### config.mk
export PLATFORM = sky130hd
export DESIGN_NAME = uart_tx_buffered
export DESIGN_NICKNAME = d
export VERILOG_FILES = /design/src/rtl/utx_pkg.sv /design/src/rtl/utx_datapath.sv /design/src/rtl/utx_control.sv /design/src/rtl/uart_tx_buffered.sv
export SDC_FILE = /design/constraint.sdc
export NUM_CORES = 1
export LEC_CHECK = 0
export ABC_AREA = 1
export CORE_MARGIN = 3
export CORE_UTILIZATION = 50
export CTS_CLUSTER_DIAMETER = 100
export CTS_CLUSTER_SIZE = 10
export DETAILED_ROUTE_END_ITERATION = 8
export DONT_BUFFER_PORTS = 1
export PLACE_DENSITY_LB_ADDON = 0.05
export SKIP_LAST_GASP = 1
export SYNTH_ARGS = -nofsm -noshare
export SYNTH_HDL_FRONTEND = slang
export SYNTH_SLANG_ARGS = --single-unit
### constraint.sdc
create_clock -name clk -period 3.03 [get_ports clk]
set_clock_uncertainty 0.1 [all_clocks]
set_input_delay 0.1515 -clock clk [delete_from_list [all_inputs] [get_ports clk]]
set_output_delay 0.1515 -clock clk [all_outputs]
set_load 0.005 [all_outputs]
### src/rtl/utx_pkg.sv
package utx_pkg;

  // Strobes issued by the control unit to the datapath
  typedef struct packed {
    logic loadHold;   // capture write data into the holding buffer
    logic loadShift;  // move held byte into the frame shifter
    logic shiftBit;   // advance the frame by one bit
  } utxStrobe_t;

  // Parity is inserted only in mode 0 and only when enabled
  function automatic logic parityActive(input logic [1:0] mode, input logic enable);
    return enable && (mode == 2'd0);
  endfunction

endpackage

### src/rtl/utx_datapath.sv
module utx_datapath
  import utx_pkg::*;
#(
  parameter int DATA_W  = 8,
  parameter int FRAME_W = DATA_W + 4
) (
  input  logic              clk,
  input  logic              rstN,
  input  utxStrobe_t        strobe,
  input  logic [DATA_W-1:0] wrData,
  input  logic              parEn,
  input  logic              parityOdd,
  output logic [DATA_W-1:0] holdData,
  output logic              txLine
);

  logic [FRAME_W-1:0] frameReg;
  logic [FRAME_W-1:0] frameNext;

  // Assemble start bit, data, optional parity; upper bits stay 1 as stop bits
  always_comb begin
    frameNext           = '1;
    frameNext[0]        = 1'b0;
    frameNext[DATA_W:1] = holdData;
    if (parEn) frameNext[DATA_W+1] = parityOdd ? ~(^holdData) : (^holdData);
  end

  always_ff @(posedge clk) begin
    if (!rstN) begin
      holdData <= '0;
      frameReg <= '1;
    end else begin
      if (strobe.loadHold) holdData <= wrData;
      if (strobe.loadShift)     frameReg <= frameNext;
      else if (strobe.shiftBit) frameReg <= {1'b1, frameReg[FRAME_W-1:1]};
    end
  end

  assign txLine = frameReg[0];

endmodule

### src/rtl/utx_control.sv
module utx_control
  import utx_pkg::*;
#(
  parameter int DATA_W  = 8,
  parameter int FRAME_W = DATA_W + 4,
  parameter int CNT_W   = $clog2(FRAME_W + 1)
) (
  input  logic       clk,
  input  logic       rstN,
  input  logic       wrEn,
  input  logic       txEnable,
  input  logic       baudTick,
  input  logic       parEn,
  input  logic       twoStop,
  output utxStrobe_t strobe,
  output logic       holdFull
);

  logic [CNT_W-1:0] bitsLeft;
  logic [CNT_W-1:0] frameLen;
  logic             shifterIdle;
  logic             lastBit;

  // start + data + one stop, plus parity and an optional second stop
  assign frameLen    = CNT_W'(DATA_W + 2) + CNT_W'(parEn) + CNT_W'(twoStop);
  assign shifterIdle = (bitsLeft == '0);
  assign lastBit     = (bitsLeft == CNT_W'(1));

  always_comb begin
    strobe.loadHold  = wrEn && !holdFull;
    strobe.loadShift = baudTick && holdFull && txEnable && (shifterIdle || lastBit);
    strobe.shiftBit  = baudTick && !shifterIdle && !strobe.loadShift;
  end

  always_ff @(posedge clk) begin
    if (!rstN) begin
      holdFull <= 1'b0;
      bitsLeft <= '0;
    end else begin
      if (strobe.loadShift)     holdFull <= 1'b0;
      else if (strobe.loadHold) holdFull <= 1'b1;
      if (strobe.loadShift)     bitsLeft <= frameLen;
      else if (strobe.shiftBit) bitsLeft <= bitsLeft - CNT_W'(1);
    end
  end

endmodule

### src/rtl/uart_tx_buffered.sv
module uart_tx_buffered
  import utx_pkg::*;
#(
  parameter int DATA_W = 8
) (
  input  logic              clk,
  input  logic              rstN,
  input  logic              wrEn,
  input  logic [DATA_W-1:0] wrData,
  input  logic              txEnable,
  input  logic              intEnable,
  input  logic [1:0]        opMode,
  input  logic              parityOn,
  input  logic              parityOdd,
  input  logic              twoStop,
  input  logic              baudTick,
  output logic              txLine,
  output logic              txEmpty,
  output logic              txIrq
);

  localparam int FRAME_W = DATA_W + 4;
  localparam int CNT_W   = $clog2(FRAME_W + 1);

  utxStrobe_t        strobe;
  logic              holdFull;
  logic              parEn;
  logic [DATA_W-1:0] holdData;

  assign parEn   = parityActive(opMode, parityOn);
  assign txEmpty = !holdFull;
  assign txIrq   = txEmpty && intEnable;

  utx_control #(.DATA_W(DATA_W), .FRAME_W(FRAME_W), .CNT_W(CNT_W)) u_ctrl (
    .clk      (clk),
    .rstN     (rstN),
    .wrEn     (wrEn),
    .txEnable (txEnable),
    .baudTick (baudTick),
    .parEn    (parEn),
    .twoStop  (twoStop),
    .strobe   (strobe),
    .holdFull (holdFull)
  );

  utx_datapath #(.DATA_W(DATA_W), .FRAME_W(FRAME_W)) u_data (
    .clk       (clk),
    .rstN      (rstN),
    .strobe    (strobe),
    .wrData    (wrData),
    .parEn     (parEn),
    .parityOdd (parityOdd),
    .holdData  (holdData),
    .txLine    (txLine)
  );

endmodule

==> metrics.txt <==
HPWL after detailed placement=between 1.5 and 2 mm; Die Ht=55.5 µm; fin crit share=between 60% and 70%; pwr/cell area=roughly 840 nW/µm²; relative slew slack=between 50% and 60%; Leak=~0.65 nW; delay of the slowest critical-path stage=0.38 ns; clock buffer depth=2; Critical Path RT=about 3.2 ns; most frequent cells in the layout=nand2_1, inv_1, o21ai_0; final hold viol count=0; Power Total=around 1.1 mW; internal cell power=approximately 660 µW; first-pass GRT wire length=between 4 and 5 mm; Distinct cells, synth=29; Mapped Cells=172; Antenna Nets Post-Route=0; async set-reset flop share out of synthesis=0%; Initial Utilization=between 50% and 60%; die width=55.5 µm; Resize count post-CTS=0; # rows=17; Worst Hold Class=in2reg; H-Tree Depth=1; number of global-route vias before repair=approximately 1000; Max Transition Viols Final=0; clock sink count=23; core area=between 2000 and 2500 µm²; worst r2r src=u_ctrl.bitsLeft[0]$_SDFFE_PN0P_; CP Capture Type=flip-flop; area delta synth->final=9.40%; clock share of power=between 10% and 20%; delay-heaviest family, CP=simple AND/OR/NAND/NOR gates; CTS root buf=clkbuf_4; Cells after DPL=between 150 and 200; Hold Path Origin=parityOn; clock tree from TritonCTS=built; nets@finish=about 200; Worst Reg2Reg Path Length in Cells=9; Reg clk slew, reported paths=0.13 ns; worst reg-to-reg setup slack=0.96 ns; Layout Cells excl Fill=approximately 210; layout cells sized above 1=approximately 8.4%; wire per inst=approximately 12 µm; yosys warns=0; Setup Buffers After CTS=0; Routed WL=approximately 2.5 mm; vias after detailed routing=1065; syn avg cell area=around 7.1 µm²; Final GP Congestion=0.780; Switch Pwr=between 400 and 500 µW; Fill cells=212; main flop type after synthesis=dfxtp_1; final core utilization=58.9%; WP buf/inv=2; worst hold path stage count=5; critical path arrival=approximately 2.2 ns; Hold EP=u_data.frameReg[9]$_SDFFE_PN1P_; final setup fails=0; Slowest cell on crit path=dfxtp_1; largest net degree at the start of global routing=23; worst vdd ir=just under 0.5 mV; sequential share of the synthesized area=between 30% and 40%; antenna cells=0; Sw Share=between 40% and 50%; gr usage total=~17%; remaining routing DRC violations=0; max cap viols=0; vias per std cell=between 5 and 6; Congestion Overflow GR=0; Fmax=approximately 0.48 GHz; critical path class=reg2reg; crit path cell chain=inv_1 > ha_1 > nor2_1 > nor2_1 > nand2_2 > nand2_2 > inv_1 > nand2_1 > a21oi_2; CP Launch Type=flip-flop; Min Hold Slack=approximately 0.032 ns; IO Pins=22; status=complete, no violations; Seq cells post-synth=23; RR Endpoint=u_ctrl.bitsLeft[1]$_SDFFE_PN0P_; Critical Path Fanout Max=22; Initial DRC Count=18; Cell Area, Synth=~1200 µm²; Mapped Nets=194; Port Buffers=0; initial antenna violation count=0; Post-synth EDFFs=0; Pre-antenna DRT Iters=4; Worst-Skew Late Latency=roughly 0.3 ns; RSZ-0062 raised after global routing=no; Logic pwr share=between 40% and 50%; setup_tns=0 ns; Seq pwr share=41.2%; commonest non-fill, non-tap cell in the layout=nand2_1; die area=3080 µm²; crit path time final=about 2.1 ns; Slew @ Worst Pin=approximately 0.65 ns; CTS buffer count=3
flip-flops by register name, indices dropped and copies added, names as in the netlist:
name and cells:
u_ctrl.holdFull 1, u_data.frameReg 10, u_ctrl.bitsLeft 4, u_data.holdData 8
area by class of cell:
cell class | count | area, µm² | share of cell area [%]
Multi-Input combinational cell | 115 | 621 | 46.3
Sequential cell | 23 | 460 | 34.4
Inverter | 28 | 108 | 8.03
Timing Repair Buffer | 9 | 90.1 | 6.72
Tap cell | 28 | 35.0 | 2.61
Clock buffer | 4 | 26.3 | 1.96
metal layers:
metal / track usage, % / part of all wire (%) / vias to the layer above
met4: 5.21 / 0.68 / 0
met1: 24.3 / 52 / 475
met5: 0 / 0 / -
met2: 27.7 / 45 / 20
met3: 2.34 / 2.9 / 2
li1: - / - / 568
power by group through the flow:
stage / clock [mW] / sequential [mW] / combinational, mW
global route: 0.162 / 0.476 / 0.613
floorplan: 0 / 0.456 / 0.440
finish: 0.142 / 0.463 / 0.519
CTS: 0.148 / 0.464 / 0.516
detailed placement: 0 / 0.471 / 0.498
global placement: 0 / 0.469 / 0.487
logic make-up after synthesis:
| logic type | after synthesis | share of synthesized area (%) |
|---|---|---|
| xor gates and xnor gates | 5 | 3.58 |
| adders and majority gates | 3 | 3.06 |
| and+or+nand+nor | 62 | 22.6 |
| buffers and inverters | 34 | 11.7 |
| DFF | 23 | 37.6 |
| AOI/OAI and AO/OA | 45 | 21.5 |
worst min-delay path, stage by stage:
cell	delay [ns]
nand2_1	0.06
nor2_1	0.05
nand2_1	0.06
nand2_1	0.04
nand2_1	0.04
stage by stage:
step | area, µm² | worst slack (ns)
floorplan | 1220 | 1.54
global placement | 1220 | 1.12
detailed placement | 1220 | 1.02
finish | 1340 | 0.964
global route | 1340 | 0.752
CTS | 1340 | 0.982
worst max path at each step:
stage | startpoint | to | slack, ns | cells after the start
floorplan | u_ctrl.bitsLeft[0]$_SDFFE_PN0P_ | u_data.frameReg[1]$_SDFFE_PN1P_ | 1.54 | 9
global placement | u_ctrl.bitsLeft[0]$_SDFFE_PN0P_ | u_ctrl.bitsLeft[1]$_SDFFE_PN0P_ | 1.12 | 9
detailed placement | u_ctrl.bitsLeft[0]$_SDFFE_PN0P_ | u_ctrl.bitsLeft[0]$_SDFFE_PN0P_ | 1.02 | 8
CTS | u_ctrl.bitsLeft[0]$_SDFFE_PN0P_ | u_ctrl.bitsLeft[0]$_SDFFE_PN0P_ | 0.98 | 8
global route | u_ctrl.bitsLeft[0]$_SDFFE_PN0P_ | u_ctrl.bitsLeft[1]$_SDFFE_PN0P_ | 0.75 | 9
finish | u_ctrl.bitsLeft[0]$_SDFFE_PN0P_ | u_ctrl.bitsLeft[1]$_SDFFE_PN0P_ | 0.96 | 9
timing repair:
| item | in CTS | in global routing |
|---|---|---|
| endpoints found under the setup margin | 0 | 0 |
| endpoints found under the hold margin | 23 | 0 |
| hold buffers | 9 | 0 |
synthesized netlist by cell type, types with 2 or more instances:
cell	count	share of area, %
nand3_1	7	2.9
nor3_1	2	0.82
ha_1	3	3.1
xnor2_1	2	1.4
inv_1	26	8.0
xor2_1	3	2.1
a21oi_1	7	2.9
dfxtp_1	23	38
o21ai_0	26	11
nand2_1	32	9.8
o211ai_1	8	4.9
nor2_1	14	4.3
nand2_2	3	1.5
Power figures use the tool's default switching activity.
